[src/rtl/irq_route_pkg.sv]
// Shared types and helpers for the interrupt redirection table unit.
// Assumes an 8-bit vector, a 3-bit delivery mode and 8-bit destination fields.
package irq_route_pkg;

    localparam logic [2:0] DM_FIXED  = 3'b000;
    localparam logic [2:0] DM_LOWPRI = 3'b001;
    localparam logic [7:0] VEC_MIN   = 8'h10;
    localparam logic [7:0] VEC_MAX   = 8'hFE;

    // Low-word bit positions decoded by software.
    localparam int LO_POL_BIT  = 13;
    localparam int LO_PEND_BIT = 12;
    localparam int LO_LOG_BIT  = 11;

    typedef struct packed {
        logic       act_low;
        logic       logical;
        logic [2:0] mode;
        logic [7:0] vec;
        logic [7:0] dest;
        logic [7:0] ext;
    } irt_entry_t;

    // True when the entry may produce a delivery request.
    function automatic logic entry_deliverable(irt_entry_t e);
        return ((e.mode == DM_FIXED) || (e.mode == DM_LOWPRI)) &&
               (e.vec >= VEC_MIN) && (e.vec <= VEC_MAX);
    endfunction

    // Packs destination fields into the 20-bit message address.
    function automatic logic [19:0] msg_address(irt_entry_t e);
        logic [7:0] d;
        d = e.logical ? e.dest : {4'h0, e.dest[3:0]};
        return {d, e.ext, 4'h0};
    endfunction

endpackage

[src/rtl/irq_pin_front.sv]
// One pin's input front end: a synchroniser chain plus one history flop, and
// an edge detector that honours the pin's active level. The history flop holds
// the raw level, so a change of the level setting alone never looks like an edge.
// Assumes the pin is asynchronous to clk and stays stable for a few cycles.
module irq_pin_front #(
    parameter int SYNC_STAGES = 2
) (
    input  logic clk,
    input  logic rst_n,
    input  logic pin,
    input  logic act_low,
    output logic edge_o
);
    localparam int SH_W = SYNC_STAGES + 1;

    logic [SH_W-1:0] sh_q;
    logic            lvl_now;
    logic            lvl_old;

    // Shift the raw pin level through the synchroniser and history stage.
    always_ff @(posedge clk) begin
        if (!rst_n) sh_q <= '0;
        else        sh_q <= {sh_q[SH_W-2:0], pin};
    end

    assign lvl_now = sh_q[SYNC_STAGES-1];
    assign lvl_old = sh_q[SYNC_STAGES];

    // Detect a transition into the active state.
    always_comb begin
        if (act_low) edge_o = lvl_old & ~lvl_now;
        else         edge_o = lvl_now & ~lvl_old;
    end

    // under a steady active-high setting, an edge is never reported twice in a row.
    p_single_edge_r7: assert property (@(posedge clk) disable iff (!rst_n)
        (edge_o && !act_low) |=> !(edge_o && !act_low));

endmodule

[src/rtl/irq_prio_pick.sv]
// Fixed-priority selector, lowest request index wins. While an offer is not
// accepted, the granted index is held, so the payload stays put under backpressure.
// Assumes a request stays set until its handshake completes.
module irq_prio_pick #(
    parameter int N  = 24,
    parameter int IW = 5
) (
    input  logic          clk,
    input  logic          rst_n,
    input  logic [N-1:0]  req,
    input  logic          accept,
    output logic          gnt_vld,
    output logic [IW-1:0] gnt_idx
);
    logic [IW-1:0] low_idx;
    logic          held_q;
    logic [IW-1:0] held_idx_q;

    // Find the lowest set request bit.
    always_comb begin
        low_idx = '0;
        for (int i = N - 1; i >= 0; i--) begin
            if (req[i]) low_idx = IW'(i);
        end
    end

    // Remember an offer that the receiver did not take this cycle.
    always_ff @(posedge clk) begin
        if (!rst_n) begin
            held_q     <= 1'b0;
            held_idx_q <= '0;
        end else begin
            held_q     <= gnt_vld && !accept;
            held_idx_q <= gnt_idx;
        end
    end

    assign gnt_vld = |req;
    assign gnt_idx = held_q ? held_idx_q : low_idx;

    // a refused offer keeps its index in the next cycle.
    p_grant_hold_r11: assert property (@(posedge clk) disable iff (!rst_n)
        (gnt_vld && !accept) |=> (gnt_idx == $past(gnt_idx)));

    // the offered index always belongs to a live request.
    p_grant_live_r11: assert property (@(posedge clk) disable iff (!rst_n)
        gnt_vld |-> req[gnt_idx]);

endmodule

[src/rtl/irq_route_unit.sv]
// Interrupt redirection table unit (top). Holds one two-word entry per pin,
// reached through an index register and a data window. It detects active edges
// on the pins, keeps a pending flag for each pin and offers one message at a time
// on a valid/ready port. Assumes software does not rewrite an entry while its
// pin is pending.
module irq_route_unit
    import irq_route_pkg::*;
#(
    parameter int N_PINS      = 24,
    parameter int IDX_W       = 8,
    parameter int WIN_BASE_I  = 16,
    parameter int SYNC_STAGES = 2
) (
    input  logic              clk,
    input  logic              rst_n,
    input  logic              cfg_sel,
    input  logic              cfg_we,
    input  logic [31:0]       cfg_wdata,
    output logic [31:0]       cfg_rdata,
    input  logic [N_PINS-1:0] irq_pin,
    output logic              msg_valid,
    input  logic              msg_ready,
    output logic [7:0]        msg_vector,
    output logic [2:0]        msg_dlv_mode,
    output logic              msg_logical,
    output logic [19:0]       msg_addr
);
    localparam int             ENT_W    = $clog2(N_PINS);
    localparam logic [IDX_W-1:0] WIN_BASE = IDX_W'(WIN_BASE_I);
    localparam logic [IDX_W-1:0] WIN_LAST = IDX_W'(WIN_BASE_I + 2 * N_PINS - 1);

    logic [IDX_W-1:0]  idx_q;
    logic [IDX_W-1:0]  offs;
    logic              in_win;
    logic [ENT_W-1:0]  ent_sel;
    logic              hi_sel;
    logic              win_we;
    irt_entry_t        tbl [N_PINS];
    logic [N_PINS-1:0] pend_q;
    logic [N_PINS-1:0] edge_v;
    logic [N_PINS-1:0] set_v;
    logic              gnt_vld;
    logic [ENT_W-1:0]  gnt_idx;
    logic              hs;
    irt_entry_t        cur;
    logic              unused_bits;

    assign unused_bits = ^{cfg_wdata[15:14], cfg_wdata[12], offs[IDX_W-1:ENT_W+1]};

    // Decode the index register into an entry number and a word select.
    always_comb begin
        offs    = idx_q - WIN_BASE;
        in_win  = (idx_q >= WIN_BASE) && (idx_q <= WIN_LAST);
        ent_sel = offs[ENT_W:1];
        hi_sel  = offs[0];
        win_we  = cfg_we && cfg_sel && in_win;
    end

    // Index register update.
    always_ff @(posedge clk) begin
        if (!rst_n)                 idx_q <= '0;
        else if (cfg_we && !cfg_sel) idx_q <= cfg_wdata[IDX_W-1:0];
    end

    assign hs = msg_valid && msg_ready;

    generate
        for (genvar g = 0; g < N_PINS; g++) begin : g_pin
            logic ent_we;
            logic clr;

            assign ent_we = win_we && (ent_sel == ENT_W'(g));
            assign clr    = hs && (gnt_idx == ENT_W'(g));
            assign set_v[g] = edge_v[g] && entry_deliverable(tbl[g]);

            // Table entry storage, written one word at a time.
            always_ff @(posedge clk) begin
                if (!rst_n) begin
                    tbl[g] <= '0;
                end else if (ent_we) begin
                    if (hi_sel) begin
                        tbl[g].dest <= cfg_wdata[31:24];
                        tbl[g].ext  <= cfg_wdata[23:16];
                    end else begin
                        tbl[g].act_low <= cfg_wdata[LO_POL_BIT];
                        tbl[g].logical <= cfg_wdata[LO_LOG_BIT];
                        tbl[g].mode    <= cfg_wdata[10:8];
                        tbl[g].vec     <= cfg_wdata[7:0];
                    end
                end
            end

            // Pending flag: set on an eligible edge, cleared by the handshake.
            always_ff @(posedge clk) begin
                if (!rst_n)      pend_q[g] <= 1'b0;
                else if (set_v[g]) pend_q[g] <= 1'b1;
                else if (clr)    pend_q[g] <= 1'b0;
            end

            irq_pin_front #(.SYNC_STAGES(SYNC_STAGES)) u_front (
                .clk     (clk),
                .rst_n   (rst_n),
                .pin     (irq_pin[g]),
                .act_low (tbl[g].act_low),
                .edge_o  (edge_v[g])
            );

            // an eligible edge shows as pending in the next cycle.
            p_pend_set_r10: assert property (@(posedge clk) disable iff (!rst_n)
                set_v[g] |=> pend_q[g]);
        end
    endgenerate

    irq_prio_pick #(.N(N_PINS), .IW(ENT_W)) u_pick (
        .clk     (clk),
        .rst_n   (rst_n),
        .req     (pend_q),
        .accept  (msg_ready),
        .gnt_vld (gnt_vld),
        .gnt_idx (gnt_idx)
    );

    // Drive the message port from the granted entry.
    always_comb begin
        cur          = tbl[gnt_idx];
        msg_valid    = gnt_vld;
        msg_vector   = cur.vec;
        msg_dlv_mode = cur.mode;
        msg_logical  = cur.logical;
        msg_addr     = msg_address(cur);
    end

    // Read mux for the index register and the data window.
    always_comb begin
        irt_entry_t rd;
        rd        = tbl[ent_sel];
        cfg_rdata = '0;
        if (!cfg_sel) begin
            cfg_rdata[IDX_W-1:0] = idx_q;
        end else if (in_win) begin
            if (hi_sel) begin
                cfg_rdata[31:24] = rd.dest;
                cfg_rdata[23:16] = rd.ext;
            end else begin
                cfg_rdata[LO_POL_BIT]  = rd.act_low;
                cfg_rdata[LO_PEND_BIT] = pend_q[ent_sel];
                cfg_rdata[LO_LOG_BIT]  = rd.logical;
                cfg_rdata[10:8]        = rd.mode;
                cfg_rdata[7:0]         = rd.vec;
            end
        end
    end

    // reset leaves no message on offer.
    p_reset_quiet_r1: assert property (@(posedge clk)
        !rst_n |=> !msg_valid);

    // an accepted request without a fresh edge is no longer pending.
    p_clear_on_accept_r10: assert property (@(posedge clk) disable iff (!rst_n)
        (hs && !set_v[gnt_idx]) |=> !pend_q[$past(gnt_idx)]);

endmodule

[config.mk]
export PLATFORM = sky130hd
export DESIGN_NAME = irq_route_unit
export DESIGN_NICKNAME = d
export VERILOG_FILES = /design/src/rtl/irq_route_pkg.sv /design/src/rtl/irq_pin_front.sv /design/src/rtl/irq_prio_pick.sv /design/src/rtl/irq_route_unit.sv
export SDC_FILE = /design/constraint.sdc
export NUM_CORES = 2
export LEC_CHECK = 0
export BUFFER_PORTS_ARGS = -buffer_cell sky130_fd_sc_hd__buf_2
export CAP_MARGIN = 30
export CORE_ASPECT_RATIO = 1.2
export CORE_MARGIN = 1
export CORE_UTILIZATION = 65
export DETAILED_ROUTE_END_ITERATION = 10
export GPL_ROUTABILITY_DRIVEN = 0
export PLACE_DENSITY_LB_ADDON = 0.15
export SLEW_MARGIN = 20
export SYNTH_ARGS = -nofsm -noshare
export SYNTH_HDL_FRONTEND = slang
export SYNTH_SLANG_ARGS = --single-unit
[constraint.sdc]
create_clock -name clk -period 5.78 [get_ports clk]
set_input_delay 0.867 -clock clk [delete_from_list [all_inputs] [get_ports clk]]
set_output_delay 0.867 -clock clk [all_outputs]
set_load 0.01 [all_outputs]
== Yosys cells after proc, flatten, opt, wreduce, memory -nomap -nowiden ==
Memory sizes are Yosys's and may differ from the RTL's.
Cells that the tools add are included.

* Latch bits: 0
* Memories kept: 1
* RAM bits: 696
* Register bits after elaboration: 110
* Word-level logic and storage cells: 1015
* Output and inout bits: 65
* ROM bits: 0

{| class="wikitable"
|+ Memory list
! memory !! words !! bits a word !! read ports !! clocked after Yosys merged registers in !! wr ports !! RTL line !! source
|-
| tbl || 24 || 29 || 26 || 0 || 24 || irq_route_unit.sv:38 || <nowiki>irt_entry_t tbl [N_PINS];</nowiki>
|}

* Divide/modulo/power cells: 0
* Add/sub/neg operators: 1
* Shift-type cells: 0
* Multiplexer cells: 398
* Multiply operators: 0
* $lt $le $gt $ge: 51
* Equal/unequal tests: 70
* Reduce and logical (&&, ||, !) cells: 203
* Bitwise gates (word level): 240

{| class="wikitable"
|+ Operators by type and width
! kind !! count
|-
| $mux 8 || 74
|-
| $mux 1 || 268
|-
| $ge 8x5->1 const B || 25
|-
| $le 8x8->1 const B || 24
|-
| $or 1x1->1 || 144
|-
| $logic_and 1x1->1 || 126
|-
| $mux 5 || 25
|-
| $eq 5x4->1 const B || 16
|-
| $eq 5x5->1 const B || 16
|-
| $eq 3x1->1 const B || 24
|-
| $logic_not 3->1 || 24
|-
| $mux 3 || 24
|-
| $and 1x1->1 || 48
|-
| $mux 16 || 3
|-
| $not 1->1 || 48
|-
| $reduce_bool 2->1 || 24
|-
| $eq 5x3->1 const B || 8
|-
| $mux 14 || 2
|-
| $logic_or 1x1->1 || 24
|-
| $reduce_or 24->1 || 1
|-
| $eq 5x2->1 const B || 4
|-
| $eq 5x1->1 const B || 2
|-
| $logic_not 5->1 || 2
|-
| $le 8x6->1 const B || 1
|-
| other kinds (5) || 6
|}

== Logic depth before layout (Yosys ltp) ==
* Depth after elaboration: 29
* Mapped depth: 13
* Mapped depth without buffers: 10

== Cells and area by module ==
Synthesis repeated with hierarchy kept, for this count alone.

* Cell total of the unflattened synthesis: 3021
* Area total of the unflattened synthesis: 40971.8 um^2

{| class="wikitable"
|+ By module, submodules not included
! module !! cells each !! area an instance (um^2) !! instances
|-
| irq_route_unit || 2733 || 38036.5 || 1
|-
| irq_pin_front || 9 || 101.3 || 24
|-
| irq_prio_pick || 72 || 503.0 || 1
|}

== Least setup slack after synthesis ==
OpenSTA, ideal clock, no wires.

* Path kind: input to register
* Start: input cfg_sel
* End: memory tbl[21][0] in the netlist's numbering (enable)
* Path slack: 2154 ps
* Path buffers: 2
* Data required time: 5369 ps
* Arrival: 3214 ps
* Setup time: 411 ps
* Cell stages on the path: 7
* Path through: clkbuf_1 -> and4_1 -> nand2_1 -> nor2_1 -> nand3_1 -> clkbuf_1 -> o21ai_0

{| class="wikitable"
|+ RTL lines
! item !! RTL line !! source
|-
| from (decl) || irq_route_unit.sv:16 || <nowiki>input logic cfg_sel,</nowiki>
|-
| to (decl) || irq_route_unit.sv:38 ||
|}

== Final worst setup path ==
* Start: register u_pick.held_q
* End: output msg_addr[18]

* Word-level cells in the longest chain between the ends: 3

{| class="wikitable"
|+ Ends and longest elaborated chain
! item !! RTL line !! source
|-
| from (decl) || irq_prio_pick.sv:16 || <nowiki>logic held_q;</nowiki>
|-
| from (signal assigned) || irq_prio_pick.sv:33 || <nowiki>held_q <= gnt_vld && !accept;</nowiki>
|-
| $mux 5 || irq_prio_pick.sv:39 || <nowiki>assign gnt_idx = held_q ? held_idx_q : low_idx;</nowiki>
|-
| $mem_v2 24x29 || - ||
|-
| $mux 8 || irq_route_pkg.sv:33 || <nowiki>d = e.logical ? e.dest : {4'h0, e.dest[3:0]};</nowiki>
|-
| to (decl) || irq_route_unit.sv:26 || <nowiki>output logic [19:0] msg_addr</nowiki>
|}

Every way passes these cells.

==> results by group <==
Run status
  – Status: complete, no violations

STA
  – Slack of the critical path: 0.0282 ns
  – Final clock skew: 0.0259 ns
  – Minimum clock period: between 5 and 6 ns
  – Max frequency: about 0.17 GHz
  – Slew of the pin with the lowest slew margin: 1.12 ns
  – RSZ-0062 raised after global routing: false
  – Final Hold Viols: 0
  – Setup TNS: 0 ns
  – Slew Limit Fails: 0
  – Headroom to the max-slew limit: around a quarter
  – Setup Viol. Count Final: 0
  – Final Cycle Share: between 90% and 100%
  – Final hold slack: between 0.4 and 0.5 ns

Power
  – NetSw: around 4.6 mW
  – Share of power burned in registers: between 40% and 50%
  – Switching portion of total power: between 30 and 40%
  – Internal Power: just over 10 mW
  – PnR Total Power: 14.9 mW
  – Maximum vdd drop: 0.261 mV
  – Pwr/cell area: 318 mW/mm²
  – Clock power share: around 34%
  – Comb pwr share: a little over a fifth
  – Leak pwr: ~17 nW

Route
  – Remaining antenna violation count: 0
  – Final wirelength: 147 mm
  – Drt drc: 0
  – Via count of the routed design: between 30,000 and 40,000
  – Drt first pass iters: 8
  – Drt initial violations: between 6,000 and 7,000
  – DR WL/cell: around 30 µm
  – Average via count per standard cell: about 7.2

Die
  – Die Area: slightly below 0.07 mm²
  – Ports: around 130
  – Initial cell density of the core: 65.6%
  – Die width: 237 µm
  – Row count: 103
  – Core Box Area: about 0.066 mm²
  – Die H: around 280 µm

Place
  – Post-DP HPWL: between 90 and 100 mm
  – Post-place setup slack: just under 1 ns
  – Port Buffers: 116

Logic synthesis
  – Synth top area share: about half
  – Main flop type after synthesis: edfxtp_1
  – Sequential-to-total area share from yosys stat: about 54%
  – Synth area leaders: edfxtp_1, and2_1, mux4_2
  – Seq cells post-synth: 806
  – Mapped Area: 0.0431 mm²
  – Yosys warns: 0
  – Synth async-reset ratio: 0%
  – Post-synth EDFFs: 696
  – Post-Synthesis Cells: around 3,900
  – Dominant cell type by area after synthesis: edfxtp_1
  – Synth unique cells: between 60 and 70
  – Avg Cell Area, Syn: roughly 11 µm²
  – Dominant cell by count in the synthesized netlist: and2_1
  – Post-synth top cells: and2_1, edfxtp_1, nand2_1, mux4_2, clkbuf_1

Critical path
  – RR Endpoint: tbl[15][2]$_SDFFCE_PN0P_
  – CP max FO: 55
  – Worst-case reg-to-reg path depth: 10
  – Worst R2R Setup Slack: between 1.5 and 2 ns
  – Crit path launch: u_pick.held_q$_SDFF_PN0_
  – Crit. End Element: output pin
  – R2R Path Start: idx_q[2]$_SDFFE_PN0P_
  – End of the critical path: msg_addr[18]
  – WP data arrival: slightly below 5 ns
  – WS Path Type: reg -> out
  – Setup crit start kind: flop
  – Req. time, crit path: just under 5 ns

Global route
  – Pin count of the biggest net entering global routing: 119
  – Gr usage total: 43.7%
  – Vias in the first global route: between 30,000 and 40,000
  – Antenna violations before repair: 13
  – Remaining Overflow, GRT: 0
  – Global-route wire length before repair: 212 mm

Clocking
  – Clock Path Buffers: 3
  – Clk Latency, worst-skew pair: around 0.65 ns
  – Total CTS buffers: 81
  – H-Tree Depth: 3
  – Hold-fix buffers, CTS: 0
  – CTS tree: done
  – Clock slew at reported path FFs: 0.06 ns
  – Clk sinks: ~810
  – Clock Tree Root: clkbuf_16

Cells and area
  – Nets: between 3,000 and 4,000
  – Filler instances: 4,533
  – Area grow syn2layout: 9.11%
  – Share of cells above drive strength 1: between 10% and 20%

Job
  – Maxcap violations: 0

Hold path
  – Hold WC Path Type: in -> reg
## layout by cell type, fill, tap and decap left out, types with 59 or more instances in the layout
cell type	instances
a21oi_1	129
nand2_1	689
nand4_1	59
nand3_1	144
and2_1	775
and3_1	72
buf_4	123
dfxtp_1	107
nor2_1	134
o21ai_0	61
edfxtp_1	696
mux4_2	210
clkbuf_16	83
buf_2	115
mux2i_1	60
## critical path, cell delays in order (launching register included)
cell and delay [ns]:
dfxtp_1 0.63, o21ai_0 0.24, nor3_2 0.33, a21o_4 0.63
nor2_1 0.39, a32o_1 0.37, a221oi_2 0.40, a41oi_1 0.43
nor4_2 0.51, buf_2 0.22
## power by group through the flow
stage	clock, mW	combinational [mW]	sequential [mW]
final	5.09	3.19	6.67
after global routing	5.29	3.27	6.68
after CTS	5.08	3.02	6.66
after detailed placement	0	3.00	6.78
after global placement	0	2.93	6.77
after floorplan	0	1.87	6.71
## sequential cells by signal (all words and copies together), names as in the netlist
signal	flops
g_pin.u_front.sh_q	72
idx_q	8
pend_q	24
tbl	696
u_pick.held_idx_q	5
u_pick.held_q	1
## worst min path at each step
| stage | slack, ns | end | from | cells after the start |
|---|---|---|---|---|
| 2_1_floorplan | 0.41 | g_pin[0].u_front.sh_q[1]$_SDFF_PN0_ | g_pin[0].u_front.sh_q[0]$_SDFF_PN0_ | 1 |
| 3_3_place_gp | 0.41 | g_pin[23].u_front.sh_q[1]$_SDFF_PN0_ | g_pin[23].u_front.sh_q[0]$_SDFF_PN0_ | 1 |
| 3_5_place_dp | 0.42 | g_pin[3].u_front.sh_q[1]$_SDFF_PN0_ | g_pin[3].u_front.sh_q[0]$_SDFF_PN0_ | 1 |
| 4_1_cts | 0.41 | g_pin[22].u_front.sh_q[0]$_SDFF_PN0_ | irq_pin[22] | 2 |
| 5_1_grt | 0.43 | g_pin[14].u_front.sh_q[0]$_SDFF_PN0_ | irq_pin[14] | 2 |
| 6_report | 0.43 | g_pin[22].u_front.sh_q[0]$_SDFF_PN0_ | irq_pin[22] | 2 |
## final cells by class
class | count | area [µm²] | share of cell area [%]
Inverter | 12 | 45.0 | 0.0957
Clock buffer | 97 | 2160 | 4.59
Clock inverter | 46 | 328 | 0.697
Timing Repair Buffer | 247 | 1670 | 3.55
Multi-Input combinational cell | 2731 | 18700 | 39.7
Tap cell | 840 | 1050 | 2.23
Antenna cell | 6 | 15.0 | 0.0319
Sequential cell | 806 | 23100 | 49.1
## through the flow
step	utilization, %	area, µm²	std cells
global placement	67.6	44400	4622
CTS	71.5	47000	4775
detailed placement	67.7	44500	4632
floorplan	-	43200	3871
global route	71.6	47100	4780
finish	71.6	47100	4785
## layer usage
metal	wire, µm	vias to the layer above	global-route usage (%)
met1	45800	16300	51.9
met4	14800	12	36.6
met3	20600	794	12.0
met5	73	-	0.289
li1	-	14000	-
met2	65600	3169	66.5
## logic make-up after synthesis
kind of cell	after synthesis	synth area share, %
compound gates	428	6.31
fa+ha+maj	2	0.0580
buf+inv	334	3.44
flops	806	53.6
mux	275	12.5
other cells	1	0.00869
simple gates	2020	24.1
## what timing repair did
item	CTS	global route
resized for setup	0	1
setup endpoints to repair	0	1
setup buffers	0	0
(Power assumes the default switching activity.)
